$ cat config.mk
export PLATFORM = sky130hd
export DESIGN_NAME = lpstop_bcast_ctl
export DESIGN_NICKNAME = d
export VERILOG_FILES = /design/src/rtl/lpstop_pkg.sv /design/src/rtl/lpstop_rst_sync.sv /design/src/rtl/lpstop_decode.sv /design/src/rtl/lpstop_seq.sv /design/src/rtl/lpstop_wake.sv /design/src/rtl/lpstop_bcast_ctl.sv
export SDC_FILE = /design/constraint.sdc
export NUM_CORES = 1
export LEC_CHECK = 0
export ABC_AREA = 1
export BUFFER_PORTS_ARGS = -buffer_cell sky130_fd_sc_hd__buf_4
export CELL_PAD_IN_SITES_DETAIL_PLACEMENT = 0
export CELL_PAD_IN_SITES_GLOBAL_PLACEMENT = 1
export CORE_MARGIN = 5
export CORE_UTILIZATION = 18
export DETAILED_ROUTE_END_ITERATION = 8
export HOLD_SLACK_MARGIN = 0.1
export PLACE_DENSITY_LB_ADDON = 0.1
export SLEW_MARGIN = 20
export SYNTH_ARGS = -nofsm -noshare
export SYNTH_HDL_FRONTEND = slang
export SYNTH_SLANG_ARGS = --single-unit
$ cat constraint.sdc
create_clock -name clk -period 0.8 [get_ports clk]
set_clock_uncertainty 0.15 [all_clocks]
set_input_delay 0.16 -clock clk [delete_from_list [all_inputs] [get_ports clk]]
set_output_delay 0.16 -clock clk [all_outputs]
set_load 0.02 [all_outputs]
$ cat src/rtl/lpstop_pkg.sv
package lpstop_pkg;

  typedef enum logic [1:0] {
    ST_IDLE  = 2'd0,
    ST_ACK   = 2'd1,
    ST_DRAIN = 2'd2
  } bcast_state_e;

endpackage

$ cat src/rtl/lpstop_rst_sync.sv
module lpstop_rst_sync #(
  parameter int STAGES = 2
) (
  input  logic clk,
  input  logic rst_n,
  output logic rst_sync_n
);

  logic [STAGES-1:0] sync_q;
  logic [STAGES-1:0] sync_d;

  always_comb begin
    sync_d = {sync_q[STAGES-2:0], 1'b1};
  end

  always_ff @(posedge clk or negedge rst_n) begin
    if (!rst_n) sync_q <= '0;
    else        sync_q <= sync_d;
  end

  assign rst_sync_n = sync_q[STAGES-1];

endmodule

$ cat src/rtl/lpstop_decode.sv
module lpstop_decode #(
  parameter int               ADDR_W     = 24,
  parameter int               FC_W       = 3,
  parameter logic [ADDR_W-1:0] MATCH_ADDR = 24'h03FFFE,
  parameter logic [FC_W-1:0]  MATCH_FC   = 3'b111
) (
  input  logic              bus_as,
  input  logic              bus_wr,
  input  logic [ADDR_W-1:0] bus_addr,
  input  logic [FC_W-1:0]   bus_fc,
  output logic              hit
);

  logic space_ok;
  logic addr_ok;

  always_comb begin
    space_ok = (bus_fc == MATCH_FC);
    addr_ok  = (bus_addr == MATCH_ADDR);
    hit      = bus_as && bus_wr && space_ok && addr_ok;
  end

endmodule

$ cat src/rtl/lpstop_seq.sv
module lpstop_seq
  import lpstop_pkg::*;
#(
  parameter int DATA_W   = 16,
  parameter int MASK_W   = 3,
  parameter int MASK_LSB = 8
) (
  input  logic              clk,
  input  logic              rst_n,
  input  logic              hit,
  input  logic              bus_as,
  input  logic              bus_owned,
  input  logic              bus_err,
  input  logic [DATA_W-1:0] bus_wdata,
  output logic              cyc_ack,
  output logic              ext_show_en,
  output logic [MASK_W-1:0] stop_mask,
  output logic              done_pulse
);

  bcast_state_e      state_q, state_d;
  logic [MASK_W-1:0] mask_q, mask_d;
  logic              show_q, show_d;

  // next state
  always_comb begin
    state_d = state_q;
    mask_d  = mask_q;
    show_d  = show_q;
    unique case (state_q)
      ST_IDLE: begin
        if (hit) begin
          state_d = ST_ACK;
          mask_d  = bus_wdata[MASK_LSB +: MASK_W];
          show_d  = bus_owned;
        end
      end
      ST_ACK: begin
        show_d  = 1'b0;
        state_d = bus_as ? ST_DRAIN : ST_IDLE;
      end
      ST_DRAIN: begin
        if (!bus_as) state_d = ST_IDLE;
      end
      default: begin
        state_d = ST_IDLE;
        show_d  = 1'b0;
      end
    endcase
  end

  // registers
  always_ff @(posedge clk or negedge rst_n) begin
    if (!rst_n) begin
      state_q <= ST_IDLE;
      mask_q  <= '0;
      show_q  <= 1'b0;
    end else begin
      state_q <= state_d;
      mask_q  <= mask_d;
      show_q  <= show_d;
    end
  end

  assign cyc_ack     = (state_q == ST_ACK);
  assign ext_show_en = show_q;
  assign stop_mask   = mask_q;
  assign done_pulse  = (state_q == ST_ACK);

  // acknowledge lasts a single cycle
  a_r3_ack_single: assert property (@(posedge clk) disable iff (!rst_n)
    cyc_ack |=> !cyc_ack);

  // external show only accompanies the acknowledge
  a_r5_show_with_ack: assert property (@(posedge clk) disable iff (!rst_n)
    ext_show_en |-> cyc_ack);

  // a bus error together with the broadcast does not block the acknowledge
  a_r4_berr_ignored: assert property (@(posedge clk) disable iff (!rst_n)
    (state_q == ST_IDLE && hit && bus_err) |=> cyc_ack);

  // mask only changes when a broadcast is taken
  a_r2_mask_hold: assert property (@(posedge clk) disable iff (!rst_n)
    !(state_q == ST_IDLE && hit) |=> $stable(stop_mask));

endmodule

$ cat src/rtl/lpstop_wake.sv
module lpstop_wake #(
  parameter int MASK_W = 3
) (
  input  logic              clk,
  input  logic              rst_n,
  input  logic              set_pulse,
  input  logic [MASK_W-1:0] mask,
  input  logic [MASK_W-1:0] irq_level,
  output logic              stop_req
);

  localparam logic [MASK_W-1:0] TOP_LVL = '1;

  logic wake;
  logic stop_q, stop_d;

  always_comb begin
    wake   = (irq_level > mask) || (irq_level == TOP_LVL);
    stop_d = (stop_q || set_pulse) && !wake;
  end

  always_ff @(posedge clk or negedge rst_n) begin
    if (!rst_n) stop_q <= 1'b0;
    else        stop_q <= stop_d;
  end

  assign stop_req = stop_q;

  // request only rises right after the acknowledge cycle
  a_r6_rise_after_ack: assert property (@(posedge clk) disable iff (!rst_n)
    $rose(stop_req) |-> $past(set_pulse));

  // pending wake drops the request on the next edge
  a_r7_wake_clears: assert property (@(posedge clk) disable iff (!rst_n)
    (stop_req && ((irq_level > mask) || (irq_level == TOP_LVL))) |=> !stop_req);

endmodule

$ cat src/rtl/lpstop_bcast_ctl.sv
module lpstop_bcast_ctl #(
  parameter int               ADDR_W     = 24,
  parameter int               FC_W       = 3,
  parameter int               DATA_W     = 16,
  parameter int               MASK_W     = 3,
  parameter int               MASK_LSB   = 8,
  parameter logic [ADDR_W-1:0] STOP_ADDR  = 24'h03FFFE,
  parameter logic [FC_W-1:0]  CPU_FC     = 3'b111
) (
  input  logic              clk,
  input  logic              rst_n,
  input  logic [ADDR_W-1:0] bus_addr,
  input  logic [FC_W-1:0]   bus_fc,
  input  logic [DATA_W-1:0] bus_wdata,
  input  logic              bus_as,
  input  logic              bus_wr,
  input  logic              bus_owned,
  input  logic              bus_err,
  input  logic [MASK_W-1:0] irq_level,
  output logic              cyc_ack,
  output logic              ext_show_en,
  output logic [MASK_W-1:0] stop_mask,
  output logic              stop_req
);

  logic rst_sync_n;
  logic hit;
  logic done_pulse;

  lpstop_rst_sync #(.STAGES(2)) u_rst (
    .clk        (clk),
    .rst_n      (rst_n),
    .rst_sync_n (rst_sync_n)
  );

  lpstop_decode #(
    .ADDR_W     (ADDR_W),
    .FC_W       (FC_W),
    .MATCH_ADDR (STOP_ADDR),
    .MATCH_FC   (CPU_FC)
  ) u_dec (
    .bus_as   (bus_as),
    .bus_wr   (bus_wr),
    .bus_addr (bus_addr),
    .bus_fc   (bus_fc),
    .hit      (hit)
  );

  lpstop_seq #(
    .DATA_W   (DATA_W),
    .MASK_W   (MASK_W),
    .MASK_LSB (MASK_LSB)
  ) u_seq (
    .clk         (clk),
    .rst_n       (rst_sync_n),
    .hit         (hit),
    .bus_as      (bus_as),
    .bus_owned   (bus_owned),
    .bus_err     (bus_err),
    .bus_wdata   (bus_wdata),
    .cyc_ack     (cyc_ack),
    .ext_show_en (ext_show_en),
    .stop_mask   (stop_mask),
    .done_pulse  (done_pulse)
  );

  lpstop_wake #(.MASK_W(MASK_W)) u_wake (
    .clk       (clk),
    .rst_n     (rst_sync_n),
    .set_pulse (done_pulse),
    .mask      (stop_mask),
    .irq_level (irq_level),
    .stop_req  (stop_req)
  );

  // no acknowledge without a decoded broadcast on the previous edge
  a_r1_ack_needs_hit: assert property (@(posedge clk) disable iff (!rst_sync_n)
    $rose(cyc_ack) |-> $past(hit));

endmodule

==> metrics.md <==
| Metric | Value |
|---|---|
| Wire length on met2 | `805 µm` |
| Routed wire per std cell | `8.988 µm` |
| RSZ-0062 raised after global routing | `yes` |
| DRT met1 WL | `600 µm` |
| Proportion of layout cells with a drive suffix above 1 | `52.14%` |
| Worst Path Required | `0.49 ns` |
| Syn nets | `134` |
| TritonCTS buffer count | `3` |
| Worst hold-check path type | `register to asynchronous set/reset pin` |
| Sequential Area | `227.7 µm²` |
| CTS tree | `built` |
| Leading area contributor after synthesis | `dfrtp_1` |
| Most frequent cells in the layout | `47 x buf_4, 23 x nand2_1, 13 x inv_1, 10 x nor2_1, 9 x buf_6` |
| Final hold vios | `9` |
| N_diodes | `0` |
| Number of I/O pins | `58` |
| Worst Hold Margin | `-0.03907 ns` |
| Setup Total Neg Slack | `-5.200 ns` |
| Initial DRT Pass Iterations | `2` |
| Synth top area share | `40.63%` |
| Final worst-path cycle share | `161.2%` |
| GRT overflow | `0` |
| Highest metal used | `met4` |
| Crit start category | `register` |
| CTS Root Cell | `clkbuf_4` |
| Vias per cell | `3.896` |
| Hpwl dp | `1.363 mm` |
| Rows | `20` |
| H-Tree Depth | `1` |
| # setup viols final | `13` |
| Fin. max-slew vios | `0` |
| Pwr/cell area | `887.9 mW/mm²` |
| Core area | `0.003003 mm²` |
| Post-synthesis cell count | `79` |
| Slowest-stage cell, CP | `dfrtp_1` |
| Seq cells post-synth | `9` |
| Max Cap Viol | `0` |
| First-pass GRT wire length | `2.477 mm` |
| Min Clock Period, post-route | `1.289 ns` |
| Top cells by area, synth | `dfrtp_1 41%, nand2_1 16%, inv_1 11%` |
| CTS max path bufs | `2` |
| Crit Path Category | `register to primary output` |
| Die area | `0.004289 mm²` |
| Layout area overhead | `104.5%` |
| Overall die width | `65.49 µm` |
| RePlAce Congestion | `0.6679` |
| Commonest non-fill, non-tap cell in the layout | `buf_4` |
| Status | `finished, violations left` |
| Fillers | `338` |
| Worst Path Max Fanout | `2` |
| Total Power | `1.007 mW` |
| Synthesized area | `554.3 µm²` |
| CTS sink cnt | `9` |
| Failing checks | `hold timing, setup timing` |
| Initial drt markers | `15` |
| Vias | `674` |
| Crit. End Element | `primary output` |
| Routed Antenna Nets | `0` |
| Die height | `65.49 µm` |
| Area occupied by multi-input gates | `306.5 µm²` |
| Tot GR Track Use | `7.450%` |
| Worst IR Drop VDD | `0.8023 mV` |
| Initial antenna violation count | `0` |
| Mapped Avg Cell Area | `7.016 µm²` |
| Final nets | `196` |
| Met3 wire len | `138 µm` |
| Pin count of the biggest net entering global routing | `8` |
| Final worst slack | `-0.4894 ns` |
| F_max | `775.6 MHz` |
| Clock slew at reported path FFs | `0.06 ns` |
| Leak | `0.6069 nW` |
| Synth unique cells | `17` |
| Buffers on Ports | `43` |
| Delay of the slowest cell on the worst path | `0.38 ns` |
| Post-Route WL | `1.555 mm` |
| Critical Path AT | `0.98 ns` |
| Skew-Pair Late Insertion Delay | `0.25 ns` |
| # DRC | `0` |
| Yosys warns | `0` |
| Worst path cell trace | `buf_4, nor2_4, buf_6` |
| Sequential element share of the synthesized area | `40.63%` |
| Hold_buf cts | `1` |
| Vias in the first global route | `667` |
| Initial Utilization | `18.46%` |
-- timing repair --
action	4_1_cts	5_1_grt
endpoints found under the hold margin	14	14
endpoints found under the setup margin	13	13
buffers inserted	5	1
resized for setup	11	2
pin swaps	2	1
-- cell type report --
type / count / share of cell area (%)
timing repair buffer: 57 / 40.95
multi-input combinational: 52 / 27.04
sequential: 9 / 20.09
inverter: 18 / 5.960
tap: 33 / 3.642
clock buffer: 4 / 2.318
-- critical path: cells and delay by family, from the launching register on --
| family | cells | cell delay [ns] |
|---|---|---|
| DFF | 1 | 0.38 |
| buffers and inverters | 2 | 0.26 |
| and+or+nand+nor | 1 | 0.08 |
-- per-layer routing --
metal | vias up | GRT usage, %
li1 | 356 | -
met2 | 23 | 13.02
met1 | 293 | 8.038
met4 | 0 | 2.332
met3 | 2 | 3.248
met5 | - | 0
-- final timing paths --
path / start / to / slack (ns) / depth (start not counted)
max: u_seq.state_q[1] / cyc_ack / -0.49 / 3
min: u_rst.sync_q[1] / u_seq.ext_show_en / -0.04 / 0
max reg2reg: u_seq.state_q[1] / u_seq.stop_mask[2] / -0.49 / 8
min reg2reg: u_rst.sync_q[1] / u_seq.ext_show_en / -0.04 / 0
max in group asynchronous: u_rst.sync_q[1] / u_seq.stop_mask[2] / 0.30 / 0
min in group clk: bus_wdata[9] / u_seq.stop_mask[1] / -0.01 / 3
-- stage by stage --
step / util [%] / area, µm² / worst slack (ns) / std cells
final: 37.75 / 1134 / -0.4894 / 173
after global routing: 37.75 / 1134 / -0.6409 / 173
after CTS: 37.08 / 1114 / -0.5146 / 172
after detailed placement: 33.33 / 1001 / -0.5026 / 162
after global placement: 33.33 / 1001 / -0.4845 / 162
after floorplan: - / 584.3 / -0.4460 / 79
-- state kept, by name (all words and copies together) (netlist names) --
name,count
u_seq.stop_mask,3
u_rst.sync_q,2
u_seq.state_q,2
u_seq.ext_show_en,1
u_wake.stop_req,1
-- logic make-up (layout without fill, tap and decap cells) --
family | after synthesis | in the layout | share of synthesized area, %
AND/OR/NAND/NOR | 41 | 41 | 32.05
buffers and inverters | 18 | 79 | 12.19
flip-flops | 9 | 9 | 40.63
AO/OA/AOI/OAI | 7 | 7 | 7.675
adder cells (fa/ha/maj) | 3 | 3 | 6.773
other | 1 | 1 | 0.6766
-- report_power, final --
part	total, mW	leakage [nW]	switching [mW]	internal, mW
Combinational	0.209	0.474	0.0609	0.148
Sequential	0.467	0.118	0.00701	0.460
Clock	0.330	0.0150	0.139	0.191
-- cell usage after synthesis --
library cell	n
nand2_1	23
inv_1	16
inv_2	1
nand2_2	1
a32oi_1	1
dfrtp_1	9
clkinv_1	1
conb_1	1
nand3b_1	2
ha_1	3
nand3_2	1
nor2_2	3
nor2_1	11
o21a_1	1
o21ai_1	3
a21oi_1	1
o22ai_1	1
Note: power is estimated with default switching activity, not from simulation.
